==> src/rtl/brv_pkg.sv <==
package brv_pkg;

  localparam int unsigned LANES = 2;

  typedef enum logic {
    XCH_SWAP = 1'b0,
    XCH_PASS = 1'b1
  } xch_mode_e;

endpackage

==> src/rtl/brv_ctrl.sv <==
module brv_ctrl #(
  parameter int unsigned CNT_W = 4
) (
  input  logic             clk,
  input  logic             rst_n,
  input  logic             adv,
  output logic [CNT_W-1:0] beat_cnt,
  output logic             primed
);

  localparam logic [CNT_W-1:0] CNT_LAST = '1;

  logic [CNT_W-1:0] cnt_q, cnt_d;
  logic             primed_q, primed_d;

  always_comb begin
    cnt_d    = cnt_q;
    primed_d = primed_q;
    if (adv) begin
      cnt_d = cnt_q + 1'b1;
      if (cnt_q == CNT_LAST) begin
        primed_d = 1'b1;
      end
    end
  end

  always_ff @(posedge clk or negedge rst_n) begin
    if (!rst_n) begin
      cnt_q    <= '0;
      primed_q <= 1'b0;
    end else begin
      cnt_q    <= cnt_d;
      primed_q <= primed_d;
    end
  end

  assign beat_cnt = cnt_q;
  assign primed   = primed_q;

endmodule

==> src/rtl/brv_pair_ram.sv <==
module brv_pair_ram #(
  parameter int unsigned DATA_W = 16,
  parameter int unsigned ADDR_W = 3,
  parameter int unsigned LANES  = 2
) (
  input  logic                         clk,
  input  logic                         wr_en,
  input  logic [ADDR_W-1:0]            addr,
  input  logic [LANES-1:0][DATA_W-1:0] wdata,
  output logic [LANES-1:0][DATA_W-1:0] rdata
);

  localparam int unsigned DEPTH = 1 << ADDR_W;

  for (genvar ln = 0; ln < LANES; ln++) begin : g_lane
    logic [DATA_W-1:0] store [DEPTH];

    always_ff @(posedge clk) begin
      if (wr_en) begin
        store[addr] <= wdata[ln];
      end
    end

    assign rdata[ln] = store[addr];
  end

endmodule

==> src/rtl/brv_reverse_stage.sv <==
module brv_reverse_stage #(
  parameter int unsigned DATA_W = 16,
  parameter int unsigned CNT_W  = 4
) (
  input  logic                                  clk,
  input  logic                                  adv,
  input  logic [CNT_W-1:0]                      beat_cnt,
  input  logic [brv_pkg::LANES-1:0][DATA_W-1:0] din,
  output logic [brv_pkg::LANES-1:0][DATA_W-1:0] dout
);

  localparam int unsigned ADDR_W = CNT_W - 1;

  logic [ADDR_W-1:0] low_bits;
  logic [ADDR_W-1:0] low_mirror;
  logic [ADDR_W-1:0] ram_addr;
  logic              mirror_half;

  assign low_bits    = beat_cnt[ADDR_W-1:0];
  assign mirror_half = beat_cnt[CNT_W-1];

  for (genvar b = 0; b < ADDR_W; b++) begin : g_mirror
    assign low_mirror[b] = low_bits[ADDR_W-1-b];
  end

  always_comb begin
    ram_addr = low_bits;
    if (mirror_half) begin
      ram_addr = low_mirror;
    end
  end

  brv_pair_ram #(
    .DATA_W(DATA_W),
    .ADDR_W(ADDR_W),
    .LANES (brv_pkg::LANES)
  ) u_rev_ram (
    .clk  (clk),
    .wr_en(adv),
    .addr (ram_addr),
    .wdata(din),
    .rdata(dout)
  );

endmodule

==> src/rtl/brv_exchange_stage.sv <==
module brv_exchange_stage #(
  parameter int unsigned DATA_W = 16,
  parameter int unsigned ADDR_W = 3
) (
  input  logic                                  clk,
  input  logic                                  adv,
  input  logic [ADDR_W-1:0]                     addr,
  input  brv_pkg::xch_mode_e                    mode,
  input  logic [brv_pkg::LANES-1:0][DATA_W-1:0] din,
  output logic [brv_pkg::LANES-1:0][DATA_W-1:0] dout
);

  import brv_pkg::*;

  logic [LANES-1:0][DATA_W-1:0] buf_wr;
  logic [LANES-1:0][DATA_W-1:0] buf_rd;
  logic [DATA_W-1:0]            held_lane1;
  logic [DATA_W-1:0]            upper_sel;
  logic [DATA_W-1:0]            lower_sel;

  // entry 0 delays lane 1 ahead of the exchange, entry 1 delays the upper result after it
  assign held_lane1 = buf_rd[0];

  always_comb begin
    if (mode == XCH_PASS) begin
      upper_sel = din[0];
      lower_sel = held_lane1;
    end else begin
      upper_sel = held_lane1;
      lower_sel = din[0];
    end
  end

  assign buf_wr[0] = din[1];
  assign buf_wr[1] = upper_sel;

  brv_pair_ram #(
    .DATA_W(DATA_W),
    .ADDR_W(ADDR_W),
    .LANES (LANES)
  ) u_xch_ram (
    .clk  (clk),
    .wr_en(adv),
    .addr (addr),
    .wdata(buf_wr),
    .rdata(buf_rd)
  );

  assign dout[0] = buf_rd[1];
  assign dout[1] = lower_sel;

endmodule

==> src/rtl/bitrev_pair_stream.sv <==
module bitrev_pair_stream #(
  parameter int unsigned DATA_W = 16,
  parameter int unsigned LOG_N  = 5
) (
  input  logic              clk,
  input  logic              rst_n,
  input  logic              in_valid,
  input  logic [DATA_W-1:0] in_lane0,
  input  logic [DATA_W-1:0] in_lane1,
  output logic              out_valid,
  output logic [DATA_W-1:0] out_lane0,
  output logic [DATA_W-1:0] out_lane1
);

  import brv_pkg::*;

  localparam int unsigned CNT_W  = LOG_N - 1;
  localparam int unsigned ADDR_W = LOG_N - 2;

  logic                         rst_meta_n;
  logic                         rst_sync_n;
  logic [CNT_W-1:0]             beat_cnt;
  logic                         primed;
  logic [LANES-1:0][DATA_W-1:0] lanes_in;
  logic [LANES-1:0][DATA_W-1:0] lanes_mid;
  logic [LANES-1:0][DATA_W-1:0] lanes_out;
  xch_mode_e                    xch_mode;

  always_ff @(posedge clk or negedge rst_n) begin
    if (!rst_n) begin
      rst_meta_n <= 1'b0;
      rst_sync_n <= 1'b0;
    end else begin
      rst_meta_n <= 1'b1;
      rst_sync_n <= rst_meta_n;
    end
  end

  brv_ctrl #(
    .CNT_W(CNT_W)
  ) u_ctrl (
    .clk     (clk),
    .rst_n   (rst_sync_n),
    .adv     (in_valid),
    .beat_cnt(beat_cnt),
    .primed  (primed)
  );

  assign lanes_in[0] = in_lane0;
  assign lanes_in[1] = in_lane1;

  brv_reverse_stage #(
    .DATA_W(DATA_W),
    .CNT_W (CNT_W)
  ) u_reverse (
    .clk     (clk),
    .adv     (in_valid),
    .beat_cnt(beat_cnt),
    .din     (lanes_in),
    .dout    (lanes_mid)
  );

  assign xch_mode = beat_cnt[CNT_W-1] ? XCH_PASS : XCH_SWAP;

  brv_exchange_stage #(
    .DATA_W(DATA_W),
    .ADDR_W(ADDR_W)
  ) u_exchange (
    .clk (clk),
    .adv (in_valid),
    .addr(beat_cnt[ADDR_W-1:0]),
    .mode(xch_mode),
    .din (lanes_mid),
    .dout(lanes_out)
  );

  assign out_valid = in_valid & primed;
  assign out_lane0 = lanes_out[0];
  assign out_lane1 = lanes_out[1];

endmodule

==> config.mk <==
export PLATFORM = sky130hd
export DESIGN_NAME = bitrev_pair_stream
export DESIGN_NICKNAME = d
export VERILOG_FILES = /design/src/rtl/brv_pkg.sv /design/src/rtl/brv_ctrl.sv /design/src/rtl/brv_pair_ram.sv /design/src/rtl/brv_reverse_stage.sv /design/src/rtl/brv_exchange_stage.sv /design/src/rtl/bitrev_pair_stream.sv
export SDC_FILE = /design/constraint.sdc
export NUM_CORES = 1
export LEC_CHECK = 0
export ABC_AREA = 1
export BUFFER_PORTS_ARGS = -buffer_cell sky130_fd_sc_hd__buf_2
export CAP_MARGIN = 10
export CORE_MARGIN = 4
export CORE_UTILIZATION = 50
export CTS_CLUSTER_DIAMETER = 60
export DETAILED_ROUTE_END_ITERATION = 8
export PLACE_DENSITY = 0.8
export SYNTH_ARGS = -nofsm -noshare
export SYNTH_HDL_FRONTEND = slang
export SYNTH_SLANG_ARGS = --single-unit
==> constraint.sdc <==
create_clock -name clk -period 1.7 [get_ports clk]
set_input_delay 0.34 -clock clk [delete_from_list [all_inputs] [get_ports clk]]
set_output_delay 0.34 -clock clk [all_outputs]
set_load 0.005 [all_outputs]
======== After elaboration in Yosys (flattened, before gate mapping) ========
Memories as Yosys holds them, arrays and structs flattened.
Index checks and enable logic that the tools add are counted.
operators by class
  $add $sub $neg .......................... 1
  multiplexer cells ....................... 6
  equal/unequal tests ..................... 1
  reductions and logical operators ........ 1
  bitwise logic cells ..................... 1
operator list
  kind                   count
  $mux W16               2
  $add A4 B1 Y4 const B  1
  $eq A4 B4 Y1 const B   1
  $mux W1                3
  $mux W3                1
  $reduce_and A2 Y1      1
  $and A1 B1 Y1          1
word-level totals
  memories kept ........................... 4
  bits in registers ....................... 7
  memory bits (writable) .................. 512
  input bits .............................. 35
  logic and storage cells ................. 18
  output and inout bits ................... 33
memory list
  memory                                depth  bits a word  rd ports  clocked after memory_dff  wr ports  line                source
  u_exchange.u_xch_ram.g_lane[0].store  8      16           1         0                         1         brv_pair_ram.sv:16  logic [DATA_W-1:0] store [DEPTH];
  u_exchange.u_xch_ram.g_lane[1].store  8      16           1         0                         1         brv_pair_ram.sv:16
  u_reverse.u_rev_ram.g_lane[0].store   8      16           1         0                         1         brv_pair_ram.sv:16
  u_reverse.u_rev_ram.g_lane[1].store   8      16           1         0                         1         brv_pair_ram.sv:16

======== Logic depth before layout (Yosys ltp) ========
An unclocked memory read counts as a cell.
  depth in word-level cells ............... 3
  mapped depth ............................ 11
  depth with buffers taken out ............ 8

======== Hierarchy ========
From an unflattened synthesis, not the netlist that was laid out.
second synthesis, totals
  cell total of the unflattened synthesis .. 2242
  area, all modules ....................... 22462.8 um^2
modules (own cells, without submodules)
  module              cells each  times used  area each (um^2)  sequential area each (um^2)
  brv_pair_ram        1052        2           10831.6           7687.4
  brv_exchange_stage  104         1           496.7             0.0
  brv_ctrl            22          1           215.2             125.1
  bitrev_pair_stream  5           1           61.3              50.0
  brv_reverse_stage   7           1           26.3              0.0

======== Worst setup path after synthesis ========
Ideal clock, no wire load.
  path type ............................... register to register
  start ................................... register u_ctrl.cnt_q[3], in the netlist u_ctrl.beat_cnt[3]
  end ..................................... memory u_reverse.u_rev_ram.g_lane[0].store[3][0] (enable)
  path slack .............................. -3.005 ns
  setup time .............................. 0.502 ns
  buffers on the path ..................... 3
  period minus slack after synthesis ...... 4.705 ns
  data required time ...................... 1.198 ns
  cell stages (with the launch flop) ...... 9
  data arrival time ....................... 4.204 ns
  path through ............................ dfrtp_1 -> buf_4 -> inv_2 -> nand2_2 -> nand2_2 -> inv_1 -> buf_2 -> buf_2 -> nor4_1
on the way
  word-level cells in the longest chain between the ends .. 1
ends and longest elaborated chain
  element                   line                     source
  start: declaration        brv_ctrl.sv:13           logic [CNT_W-1:0] cnt_q, cnt_d;
  start signal: assignment  brv_ctrl.sv:32           cnt_q <= cnt_d;
  $mux W3                   brv_reverse_stage.sv:28  if (mirror_half) begin
  end: declaration          brv_pair_ram.sv:16
No other way between the ends.

======== Worst setup path in the final report ========
  start ................................... register u_ctrl.cnt_q[2], in the netlist u_ctrl.beat_cnt[2]
  end ..................................... output out_lane1[0]
on the way
  word-level cells in the longest chain between the ends .. 3
  elaborated cells on any way between the ends .. 4
  those cells by class .................... mux: 2; memory: 2
ends and longest elaborated chain
  element           line                      source
  $mux W3           brv_reverse_stage.sv:28
  $mem_v2 Z8 W16    n/a
  $mux W16 *        brv_exchange_stage.sv:25  if (mode == XCH_PASS) begin
  end: declaration  bitrev_pair_stream.sv:12  output logic [DATA_W-1:0] out_lane1
Mark *: on every way between the ends. The rest lies on a longest branch, timed or not.

==> results.txt <==
Layout cell share with drive strength beyond 1: 38.2%
Final instance area: 29,100 um^2
Syn Nets: 1,618
Power Dens Cells: 2010 nW/um^2
CP peak stage delay: 440 ps
Post-synth top area cell: edfxtp_1
Area share of the largest cell type after synthesis: 73.7%
CP Class: reg -> out
Max Cap Viol: 0
Via count: 16,800
Initial core utilization: 50.9%
Placed Instances: 2,222
CTS sink cnt: 519
Die area: 45,100 um^2
Cell Count, Final, Fillers Out: 2,462
Leak: 0.0104 uW
Ys Warns: 0
Commonest cells in the synthesized netlist: edfxtp_1, nor2_1, nand2_1
# IOs: 68
Worst reg2reg path depth: 12
Drt drc: 0
Final antenna-violating net count: 0
N_diodes: 0
Initial DRC count: 3,499
Filler cells: 2,075
Area growth syn-to-layout: 39.5%
Crit path capture: out_lane1[0]
Critical Path Stages: 11
Worst r2r dst: u_exchange.u_xch_ram.g_lane[0].store[0][11]
Peak VDD IR: 0.981 mV
CTS tree: yes
Buf+Inv Stages, Crit Path: 4
DR pass1 iterations: 6
Yosys reg bits: 519
Worst-skew pair later-pin latency: 620 ps
Clock buffer depth: 3
Final Skew: 42.0 ps
Met1 wire length: 24.2 mm
Vias in the first global route: 14,600
Largest net degree at the start of global routing: 33
Port bufs: 67
Synthesized instance count: 1,582
Worst Setup SP: u_ctrl.beat_cnt[2]
Die Wd: 212 um
Routed length on met2: 36.4 mm
Total Wirelength: 79.1 mm
WL met3: 10.8 mm
FF-to-FF setup slack: -890 ps
Library cells used by synthesis: 32
Final Max Slew Viols: 0
Number of synthesized flops with an enable pin: 512
Sequential share of the synthesized area: 74.5%
Root buf cell: clkbuf_16
Critical Path Source Type: flop
Global route overflow: 0
Peak Freq: 0.329 GHz
Crit path max-delay cell type: dfrtp_1
Required @ worst endpoint: 1360 ps
Core area: 41,000 um^2
Final min period: 3040 ps
Crit share post-route: 179%
Hpwl dp: 30.9 mm
Fin. Hold Viols: 0
Kind of cell adding the most delay to the critical path: simple AND/OR/NAND/NOR gates
Row cnt: 74
DP Worst Slack: -709 ps
H-tree levels: 2
Clock Pin Slew Worst Setup and Hold Paths: 70 ps
Setup violators final: 802
Failing checks: negative setup slack
Global-route usage over all layers: 26.0%
Reg2reg start: u_ctrl.beat_cnt[2]
Most used DFF post-synth: edfxtp_1
Critical-path cell list: buf_6, buf_4, nand2_8, nand2_8, buf_12, nand2_1, nand3_1, nand2_2, o21ai_2, nand2_2, buf_2
Placed Area: 23,200 um^2
Mean post-synth cell area: 13.2 um^2
Critical Path End Type: output pin
Synth top area cells: edfxtp_1, nor2_1, nand2_1
Layout Nets: 1,926
Vias/cell: 6.82
Cts bufs inserted: 50
Async S/R FF share, synth: 1.35%
Layout Utilization: 71.0%
Mapped Area: 20,900 um^2
Power, Total: 58,600 uW
Initial antenna violation count: 3
WP data arrival: 2700 ps
Critical path peak fanout: 13
RSZ-0062 raised after global routing: true
Max layer used: met5
Status: finished with violations
Chip Height: 212 um
Routability cong.: 0.862
Type of the worst min-delay path: in -> reg
Worst setup margin: -1340 ps
Global-route wire length before repair: 88.8 mm
Most frequent cell after synthesis: edfxtp_1
Per-cell routed wire length: 32.1 um
==> repair_timing <==
item | CTS | global route
gates cloned | 22 | 41
pin swaps | 94 | 147
gates resized for setup | 281 | 358
hold buffers | 1 | 0
endpoints found under the setup margin | 801 | 801
endpoints found under the hold margin | 2 | 0
setup buffers | 43 | 52
==> placed cells by master, fill, tap and decap left out, types with 24 or more instances in the layout <==
cell type and count:
buf_12 71, buf_2 63, buf_4 84, buf_6 61, clkbuf_16 82, edfxtp_1 512, inv_1 66, nand2_1 105
nand2_2 45, nand3_1 43, nand3b_1 64, nand4_1 32, nor2_1 126, nor2_2 34, nor2_4 67, o211ai_1 64
o21ai_0 35, o21ai_1 61, o21ai_2 46, or2_4 24
==> worst min-delay path by stage <==
stage,endpoint,slack [ps],cells past startpoint,start
2_1_floorplan,rst_meta_n,40,0,rst_n
4_1_cts,u_reverse.u_rev_ram.g_lane[0].store[5][14],10,1,in_lane0[14]
3_5_place_dp,u_ctrl.primed,130,0,rst_sync_n
6_report,u_reverse.u_rev_ram.g_lane[1].store[5][0],10,1,in_lane1[0]
3_3_place_gp,u_ctrl.primed,120,0,rst_sync_n
5_1_grt,u_reverse.u_rev_ram.g_lane[0].store[2][5],30,1,in_lane0[5]
==> report_power, final <==
group	internal, uW	leakage, uW	total (uW)	switching, uW
registers	18100	0.00474	18900	838
clock network	6360	0.000786	11600	5210
logic	11200	0.00491	28100	16900
total	35600	0.0104	58600	22900
==> through the flow <==
| step | hold slack (ps) | TNS [ps] |
|---|---|---|
| after CTS | 11.1 | -270180 |
| after global routing | 30.4 | -457280 |
| after detailed placement | 128 | -332440 |
| after global placement | 118 | -293030 |
| final | 13.3 | -436230 |
| after floorplan | 44.4 | -150800 |
==> flip-flops by register name (all words and copies together), names as in the netlist <==
register,flops
u_ctrl.primed,1
rst_meta_n,1
u_ctrl.beat_cnt,4
u_exchange.u_xch_ram.g_lane.store,256
u_reverse.u_rev_ram.g_lane.store,256
rst_sync_n,1
==> kinds of logic (layout without fill, tap and decap cells) <==
group / Yosys count / count (layout) / synth area share, %
adders and majority gates: 1 / 1 / 0.0599
xor gates and xnor gates: 2 / 2 / 0.0839
AOI/OAI and AO/OA: 258 / 258 / 7.45
DFF: 519 / 519 / 74.5
buffers and inverters: 169 / 517 / 3.60
other: 1 / 1 / 0.0180
and+or+nand+nor: 632 / 632 / 14.3
==> routing by layer <==
metal	up-vias	track usage, %
li1	6374	-
met3	567	5.33
met2	1869	43.8
met1	7977	33.0
met5	-	0
met4	6	11.5
==> cell type report <==
class / count / area, um^2 / area share, %
clock inverters: 32 / 334 / 1.15
inverters: 75 / 359 / 1.23
flip-flops and latches: 519 / 15600 / 53.4
repair buffers: 350 / 4730 / 16.3
well taps: 532 / 666 / 2.29
multi-input cells: 894 / 6180 / 21.2
clock buffers: 60 / 1290 / 4.43
Note: power is estimated with default switching activity, not from simulation.
